### src/rtl/memReqPkg.sv
package memReqPkg;

  typedef enum logic [1:0] {
    SEL_HDR0,
    SEL_HDR1,
    SEL_DATA
  } outSelT;

  typedef enum logic [2:0] {
    ST_IDLE,
    ST_HDR0,
    ST_HDR1,
    ST_WDATA,
    ST_RDATA
  } ctrlStateT;

  // strobes from control to datapath
  typedef struct packed {
    logic   loadCmd;    // latch command fields, clear word index
    logic   stepIdx;    // advance word index
    logic   captureIn;  // store incoming word at current index
    logic   hostOpen;   // caller buffer writes permitted
    outSelT outSel;     // outgoing word source
  } dpStrobeT;

endpackage

### src/rtl/memReqDatapath.sv
module memReqDatapath
  import memReqPkg::*;
#(
  parameter int DATA_W    = 32,
  parameter int LEN_W     = 24,
  parameter int MAX_WORDS = 64,
  parameter int IDX_W     = $clog2(MAX_WORDS)
) (
  input  logic              clk,
  input  logic              rstN,
  input  dpStrobeT          strobe,
  input  logic              cmdWrite,
  input  logic [LEN_W-1:0]  cmdLenBytes,
  input  logic [DATA_W-1:0] cmdAddr,
  input  logic [DATA_W-1:0] inData,
  input  logic              bufWrEn,
  input  logic [IDX_W-1:0]  bufWrIdx,
  input  logic [DATA_W-1:0] bufWrData,
  input  logic [IDX_W-1:0]  bufRdIdx,
  output logic [DATA_W-1:0] bufRdData,
  output logic [DATA_W-1:0] outData,
  output logic              cmdLegal,
  output logic              opWrite,
  output logic              lastWord
);

  localparam int MAX_BYTES = MAX_WORDS * 4;

  logic [LEN_W-1:0]  lenReg;
  logic [DATA_W-1:0] addrReg;
  logic [IDX_W-1:0]  idx;
  logic [IDX_W-1:0]  lastIdx;
  logic [LEN_W-1:0]  wordsMinusOne;
  logic [DATA_W-1:0] wordStore [MAX_WORDS];
  logic [DATA_W-1:0] hdrWord;

  // command legality
  always_comb begin
    cmdLegal = (cmdLenBytes != '0) && (cmdLenBytes[1:0] == 2'b00)
             && (cmdLenBytes <= LEN_W'(MAX_BYTES)) && (cmdAddr[1:0] == 2'b00);
    wordsMinusOne = (cmdLenBytes >> 2) - LEN_W'(1);
  end

  always_ff @(posedge clk) begin
    if (!rstN) begin
      lenReg  <= '0;
      addrReg <= '0;
      opWrite <= 1'b0;
      lastIdx <= '0;
      idx     <= '0;
    end else if (strobe.loadCmd) begin
      lenReg  <= cmdLenBytes;
      addrReg <= cmdAddr;
      opWrite <= cmdWrite;
      lastIdx <= wordsMinusOne[IDX_W-1:0];
      idx     <= '0;
    end else if (strobe.stepIdx) begin
      idx <= idx + IDX_W'(1);
    end
  end

  assign lastWord = (idx == lastIdx);

  // local buffer: incoming capture has priority, caller only while idle
  always_ff @(posedge clk) begin
    if (strobe.captureIn) begin
      wordStore[idx] <= inData;
    end else if (strobe.hostOpen && bufWrEn) begin
      wordStore[bufWrIdx] <= bufWrData;
    end
  end

  assign bufRdData = wordStore[bufRdIdx];

  always_comb begin
    hdrWord              = '0;
    hdrWord[DATA_W-1]    = opWrite;
    hdrWord[LEN_W-1:0]   = lenReg;
    case (strobe.outSel)
      SEL_HDR0: outData = hdrWord;
      SEL_HDR1: outData = addrReg;
      default:  outData = wordStore[idx];
    endcase
  end

  AST_IDX_IN_RANGE: assert property (@(posedge clk) disable iff (!rstN)
    strobe.stepIdx |-> (idx <= lastIdx));
  AST_CAPTURE_READ_ONLY: assert property (@(posedge clk) disable iff (!rstN)
    strobe.captureIn |-> !opWrite);

endmodule

### src/rtl/memReqCtrl.sv
module memReqCtrl
  import memReqPkg::*;
(
  input  logic     clk,
  input  logic     rstN,
  input  logic     cmdStart,
  input  logic     cmdLegal,
  input  logic     opWrite,
  input  logic     lastWord,
  input  logic     outReady,
  input  logic     inValid,
  output dpStrobeT strobe,
  output logic     outValid,
  output logic     inReady,
  output logic     done,
  output logic     err
);

  ctrlStateT state, nextState;

  always_comb begin
    strobe        = '0;
    strobe.outSel = SEL_HDR0;
    outValid      = 1'b0;
    inReady       = 1'b0;
    nextState     = state;
    case (state)
      ST_IDLE: begin
        strobe.hostOpen = 1'b1;
        if (cmdStart && cmdLegal) begin
          strobe.loadCmd = 1'b1;
          nextState      = ST_HDR0;
        end
      end
      ST_HDR0: begin
        outValid = 1'b1;
        if (outReady) nextState = ST_HDR1;
      end
      ST_HDR1: begin
        outValid      = 1'b1;
        strobe.outSel = SEL_HDR1;
        if (outReady) nextState = opWrite ? ST_WDATA : ST_RDATA;
      end
      ST_WDATA: begin
        outValid      = 1'b1;
        strobe.outSel = SEL_DATA;
        if (outReady) begin
          strobe.stepIdx = 1'b1;
          if (lastWord) nextState = ST_IDLE;
        end
      end
      ST_RDATA: begin
        inReady = 1'b1;
        if (inValid) begin
          strobe.captureIn = 1'b1;
          strobe.stepIdx   = 1'b1;
          if (lastWord) nextState = ST_IDLE;
        end
      end
      default: nextState = ST_IDLE;
    endcase
  end

  always_ff @(posedge clk) begin
    if (!rstN) begin
      state <= ST_IDLE;
      err   <= 1'b0;
    end else begin
      state <= nextState;
      if (state == ST_IDLE && cmdStart) err <= !cmdLegal;
    end
  end

  assign done = (state == ST_IDLE);

  AST_REFUSE_STAYS_DONE: assert property (@(posedge clk) disable iff (!rstN)
    (done && cmdStart && !cmdLegal) |=> (done && err));
  AST_ACCEPT_DROPS_DONE: assert property (@(posedge clk) disable iff (!rstN)
    (done && cmdStart && cmdLegal) |=> (!done && !err));
  AST_OUT_HELD: assert property (@(posedge clk) disable iff (!rstN)
    (outValid && !outReady) |=> outValid);
  AST_ONE_ACTIVITY: assert property (@(posedge clk) disable iff (!rstN)
    $onehot0({outValid, inReady, done}));

endmodule

### src/rtl/memReqEncoder.sv
module memReqEncoder
  import memReqPkg::*;
#(
  parameter int DATA_W    = 32,
  parameter int LEN_W     = 24,
  parameter int MAX_WORDS = 64,
  localparam int IDX_W    = $clog2(MAX_WORDS)
) (
  input  logic              clk,
  input  logic              rstN,
  input  logic              cmdStart,
  input  logic              cmdWrite,
  input  logic [LEN_W-1:0]  cmdLenBytes,
  input  logic [DATA_W-1:0] cmdAddr,
  output logic              done,
  output logic              err,
  input  logic              bufWrEn,
  input  logic [IDX_W-1:0]  bufWrIdx,
  input  logic [DATA_W-1:0] bufWrData,
  input  logic [IDX_W-1:0]  bufRdIdx,
  output logic [DATA_W-1:0] bufRdData,
  output logic [DATA_W-1:0] outData,
  output logic              outValid,
  input  logic              outReady,
  input  logic [DATA_W-1:0] inData,
  input  logic              inValid,
  output logic              inReady
);

  dpStrobeT strobe;
  logic     cmdLegal;
  logic     opWrite;
  logic     lastWord;

  memReqCtrl ctrl_i (
    .clk      (clk),
    .rstN     (rstN),
    .cmdStart (cmdStart),
    .cmdLegal (cmdLegal),
    .opWrite  (opWrite),
    .lastWord (lastWord),
    .outReady (outReady),
    .inValid  (inValid),
    .strobe   (strobe),
    .outValid (outValid),
    .inReady  (inReady),
    .done     (done),
    .err      (err)
  );

  memReqDatapath #(
    .DATA_W    (DATA_W),
    .LEN_W     (LEN_W),
    .MAX_WORDS (MAX_WORDS),
    .IDX_W     (IDX_W)
  ) dp_i (
    .clk         (clk),
    .rstN        (rstN),
    .strobe      (strobe),
    .cmdWrite    (cmdWrite),
    .cmdLenBytes (cmdLenBytes),
    .cmdAddr     (cmdAddr),
    .inData      (inData),
    .bufWrEn     (bufWrEn),
    .bufWrIdx    (bufWrIdx),
    .bufWrData   (bufWrData),
    .bufRdIdx    (bufRdIdx),
    .bufRdData   (bufRdData),
    .outData     (outData),
    .cmdLegal    (cmdLegal),
    .opWrite     (opWrite),
    .lastWord    (lastWord)
  );

  AST_OUT_STABLE: assert property (@(posedge clk) disable iff (!rstN)
    (outValid && !outReady) |=> $stable(outData));

endmodule

### config.mk
export PLATFORM = sky130hd
export DESIGN_NAME = memReqEncoder
export DESIGN_NICKNAME = d
export VERILOG_FILES = /design/src/rtl/memReqPkg.sv /design/src/rtl/memReqDatapath.sv /design/src/rtl/memReqCtrl.sv /design/src/rtl/memReqEncoder.sv
export SDC_FILE = /design/constraint.sdc
export NUM_CORES = 2
export LEC_CHECK = 0
export CAP_MARGIN = 20
export CORE_AREA = 2 2 576 578
export DETAILED_ROUTE_END_ITERATION = 8
export DIE_AREA = 0 0 578 580
export HOLD_SLACK_MARGIN = 0.12
export PLACE_DENSITY = 0.47
export SLEW_MARGIN = 25
export SYNTH_ARGS = -nofsm -noshare
export SYNTH_HDL_FRONTEND = slang
export SYNTH_SLANG_ARGS = --single-unit
export TNS_END_PERCENT = 100
### constraint.sdc
create_clock -name clk -period 8.53 [get_ports clk]
set_input_delay 2.1325 -clock clk [delete_from_list [all_inputs] [get_ports clk]]
set_output_delay 2.1325 -clock clk [all_outputs]
set_load 0.005 [all_outputs]
### After elaboration in Yosys (flattened, before gate mapping)

Memory sizes are Yosys's and may differ from the RTL's. A register that Yosys moved wholly into a read port is not among the register bits.
Index checks and enable logic that the tools add are counted.

| storage, ports and cells | value |
|---|---|
| bits in registers | 73 |
| word-level logic and storage cells | 68 |
| memory bits (writable) | 2,048 |
| memories kept | 1 |

| cells by class | value |
|---|---|
| magnitude comparators | 1 |
| muxes and demuxes | 29 |
| bitwise gates (word level) | 1 |
| equality and inequality tests | 11 |
| reduce and logical (&&, ||, !) cells | 16 |
| $add $sub $neg | 2 |

Memory list:

| memory | words | bits a word | read ports | clocked after Yosys merged registers in | write ports | RTL line | RTL |
|---|---|---|---|---|---|---|---|
| dp_i.wordStore | 64 | 32 | 2 | 1 | 1 | memReqDatapath.sv:34 | `logic [DATA_W-1:0] wordStore [MAX_WORDS];` |

Operator list:

| operator | count |
|---|---|
| $pmux 32 s2 | 1 |
| $mux 32 | 1 |
| $reduce_or 32->1 | 1 |
| $le 24x9->1 const B | 1 |
| $reduce_bool 24->1 | 1 |
| $mux 3 | 7 |
| $mux 6 | 3 |
| $pmux 3 s5 | 1 |
| $mux 1 | 13 |
| $ne 2x2->1 const B | 4 |
| $add 6x1->6 const B | 1 |
| $eq 3x2->1 const B | 2 |
| $eq 6x6->1 | 1 |
| $logic_and 1x1->1 | 6 |
| $logic_not 2->1 | 3 |
| $sub 6x1->6 const B | 1 |
| $reduce_and 5->1 | 1 |
| $pmux 2 s2 | 1 |
| $eq 3x1->1 const B | 1 |
| $eq 3x3->1 const B | 1 |
| $logic_not 3->1 | 1 |
| $reduce_or 3->1 | 1 |
| $eq 2x1->1 const B | 1 |
| $mux 2 | 1 |
| other kinds (5) | 5 |

### Depth between registers and ports, before layout

| logic depth | value |
|---|---|
| depth in word-level cells | 9 |
| depth in mapped cells | 11 |
| mapped depth without buffers | 7 |

### Hierarchy

A second synthesis with hierarchy kept.

| unflattened totals | value |
|---|---|
| cell total of the unflattened synthesis | 4,979 |
| area, all modules | 99,128.8 um^2 |

By module, submodules not included:

| module | sequential area each (um^2) | instances | cells each | area each (um^2) |
|---|---|---|---|---|
| memReqDatapath | 63,000.4 | 1 | 4,940 | 98,764.7 |
| memReqCtrl | 80.1 | 1 | 39 | 364.1 |

### Least setup slack after synthesis

Ideal clock, no wire load.

| timing path | value |
|---|---|
| kind | in2out |
| start point | input bufRdIdx[0] |
| end point | output bufRdData[10] |
| arrival time | 4,247 ps |
| slack | 2,151 ps |
| cell stages on the path | 7 |
| buffers on the path | 3 |
| data required time | 6,398 ps |
| cell sequence | buf_2 > buf_2 > buf_1 > mux4_2 > mux4_2 > a22oi_1 > nand2_1 |

| on the way | value |
|---|---|
| longest elaborated chain between the ends | 1 |

Ends and longest elaborated chain:

| element | RTL line | RTL |
|---|---|---|
| start: declaration | memReqEncoder.sv:20 | `input logic [IDX_W-1:0] bufRdIdx,` |
| $mem_v2 64x32 | - |  |
| end: declaration | memReqEncoder.sv:21 | `output logic [DATA_W-1:0] bufRdData,` |

Every way passes these cells.

### Final worst setup path

| timing path | value |
|---|---|
| start point | input bufRdIdx[0] |
| end point | output bufRdData[29] |

Same word-level chain as after synthesis.

==> flow_metrics.env <==
export IMPL_max_stage_delay_ns=0.57
export IMPL_internal_power_mw=19.9
export IMPL_htree_levels=4
export IMPL_grtUsageTotal=0.237
export IMPL_holdBufCountCts=0
export IMPL_drt_wl_total_um=404000
export IMPL_ys_seq_area_frac=0.641
export IMPL_cts_resized=0
export IMPL_status="finished clean"
export IMPL_synth_edf_count=2048
export IMPL_synth_flop_cell="edfxtp_1"
export IMPL_synth_common_cells="2,048 x edfxtp_1, 1,095 x mux4_2, 238 x mux2i_1, 185 x nor2_1, 179 x clkbuf_1"
export IMPL_clk_pin_slew_ns=0.06
export IMPL_gr_total_overflow=0
export IMPL_synthDistinctLibCells=73
export IMPL_first_iter_violations=9022
export IMPL_final_hold_viol_count=0
export IMPL_rsz0062_at_grt="no"
export IMPL_core_area_sq_um=329000
export IMPL_fin_tns_setup_ns=0
export IMPL_synth_area_sq_um=98400
export IMPL_drt_pass1_iter_count=5
export IMPL_place_gp_congestion=0.835
export IMPL_worst_ir_drop_vdd_mv=0.225
export IMPL_setup_viol=0
export IMPL_fin_crit_sh=0.895
export IMPL_drive_gt1_frac=0.348
export IMPL_crit_path_top_delay_cell="mux4_2"
export IMPL_async_reset_ff_frac=0
export IMPL_syn_nets=5020
export IMPL_post_cts_setup_buffer_count=0
export IMPL_die_area_sq_um=335000
export IMPL_final_antenna_net_count=0
export IMPL_cellPowerDensity_nw_per_um2=237
export IMPL_synth_top_cell_area_share=0.625
export IMPL_avgSynthCellArea_sq_um=20.2
export IMPL_vias_per_cell=6.04
export IMPL_grt_pass1_wl_um=538000
export IMPL_yosys_warnings=0
export IMPL_portBuffers=206
export IMPL_grt_max_degree=88
export IMPL_cts_tree="done"
export IMPL_clk_latency_ns=0.93
export IMPL_crit_path_cell_trace="buf_8, buf_12, buf_4, mux4_2, mux4_2, o22ai_1, a211oi_1, clkdlybuf4s50_1"
export IMPL_numCtsBuffers=241
export IMPL_cts_buffer_depth=4
export IMPL_antenna_found_initial=33
export IMPL_cp_required_ns=6.40
export IMPL_swShare=0.272
export IMPL_grt_pass1_vias=58000
export IMPL_initial_utilization=0.299
export IMPL_route_detailed_drc=0
export IMPL_combPwrFrac=0.164
export IMPL_cp_arrival_ns=5.50
export IMPL_ys_ff_latch=2127
export IMPL_num_vias=59300
export IMPL_synth_largest_area_cell="edfxtp_1"
export IMPL_clockPowerShare=0.372
export IMPL_critical_path_class="input port to output port"
export IMPL_area_delta_synth_final_pct=17.2
export IMPL_worstHoldPathType="flop to flop"
export IMPL_setup_ws_ns=0.894
export IMPL_place_ws_ns=0.848
export IMPL_rows=211
export IMPL_synth_area_leaders="edfxtp_1 62%, mux4_2 25%, mux2i_1 2.4%"
export IMPL_crit_top_cell="mux4_2"
export IMPL_die_h_um=580
export IMPL_report_final_slew_viol_count=0
export IMPL_cellLeakagePower_nw=34.4
export IMPL_fin_crit_ns=7.64
export IMPL_die_w_um=578
export IMPL_p_switching_mw=7.43
export IMPL_yosysMostFrequentCell="edfxtp_1"
export IMPL_wire_per_inst_um=41.2
export IMPL_seqPwrFrac=0.463
export IMPL_synthCells=4879
export IMPL_cts_root_buffer_cell="clkbuf_16"
export IMPL_io_pins=207
export IMPL_drv_cap=0
export IMPL_worstMarginPinSlew_ns=1.15
export IMPL_slew_headroom=0.231
export IMPL_clock_sinks=2127
export IMPL_max_freq_mhz=131
export IMPL_crit_path_max_fanout=26
export IMPL_nNetsFinal=5391
export IMPL_start_kind="input port"
export IMPL_hpwl_um=246000
export IMPL_clock_skew_ns=0.0475
export IMPL_endpoint_kind="output port"
## layout by cell type, fill, tap and decap left out, types with 66 or more instances in the layout
| master | synthesis | layout |
|---|---|---|
| dfxtp_1 | 79 | 73 |
| buf_12 | 0 | 68 |
| nor2_4 | 0 | 66 |
| nand2_1 | 122 | 121 |
| mux2i_1 | 238 | 238 |
| o22ai_1 | 78 | 78 |
| edfxtp_1 | 2048 | 2048 |
| clkdlybuf4s50_1 | 0 | 201 |
| mux4_2 | 1095 | 1095 |
| buf_4 | 31 | 232 |
| clkbuf_16 | 0 | 244 |
| nor2_1 | 185 | 116 |
## worst max-delay path: cells and delay by family
| kind | cells | cell delay [ns] |
|---|---|---|
| buffers and inverters | 4 | 1.56 |
| muxes | 2 | 1.07 |
| AOI/OAI and AO/OA | 2 | 0.62 |
## cell families (layout without fill, tap and decap cells)
logic type      after synthesis  after routing  share of synthesized area
compound gates              439            439                     0.0320
simple gates                506            506                     0.0241
xor+xnor                     13             13                    0.00116
other cells                   0              8                          0
fa+ha+maj                     2              2                   0.000254
flops                      2127           2127                      0.641
buf+inv                     399            958                     0.0200
mux                        1393           1393                      0.282
## final timing paths
check	start	end	slack [ns]	cells after the start
min reg2reg	dp_i.lenReg[1]	dp_i.lenReg[1]	0.46	1
max	bufRdIdx[0]	bufRdData[29]	0.89	8
max reg2reg	ctrl_i.state[2]	dp_i.wordStore[27][9]	3.22	8
min	dp_i.lenReg[1]	dp_i.lenReg[1]	0.46	1
## layout make-up
cell class / count / area (sq um)
clock buffer: 304 / 6390
multi-input combinational: 2353 / 34000
tap: 4366 / 5460
timing repair buffer: 510 / 5240
antenna: 8 / 20.0
inverter: 17 / 70.1
fill: 30500 / 214000
clock inverter: 127 / 1090
sequential: 2127 / 63100
## layer usage
metal,part of all wire,vias to the layer above,track usage
li1,-,22000,-
met1,0.42,33000,0.336
met2,0.46,3607,0.365
met3,0.097,590,0.0520
met4,0.031,8,0.0682
met5,0.00011,-,0
## power by group through the flow
stage	combinational (mW)	sequential, mW	clock (mW)
CTS	4.50	12.7	10.3
detailed placement	4.50	12.9	0
global placement	4.44	12.9	0
finish	4.49	12.7	10.2
floorplan	2.66	12.8	0
global route	4.72	12.7	10.7
## flip-flops by register name, summed over array words and instances (netlist names), named ones only
| signal | cells |
|---|---|
| dp_i.lastIdx | 6 |
| dp_i.addrReg | 32 |
| ctrl_i.err | 1 |
| dp_i.lenReg | 24 |
| dp_i.idx | 6 |
| dp_i.opWrite | 1 |
| dp_i.wordStore | 2048 |
| ctrl_i.state | 3 |
## stage by stage
step / area [sq um] / std cells / power (mW) / hold WS, ns / util
finish: 115000 / 9812 / 27.3 / 0.460 / 0.351
global route: 115000 / 9805 / 28.1 / 0.469 / 0.351
CTS: 115000 / 9804 / 27.5 / 0.456 / 0.350
detailed placement: 108000 / 9373 / 17.4 / 0.439 / 0.328
global placement: 108000 / 9371 / 17.3 / 0.437 / 0.327
floorplan: 98400 / 4879 / 15.4 / 0.423 / -
(Power assumes the default switching activity.)
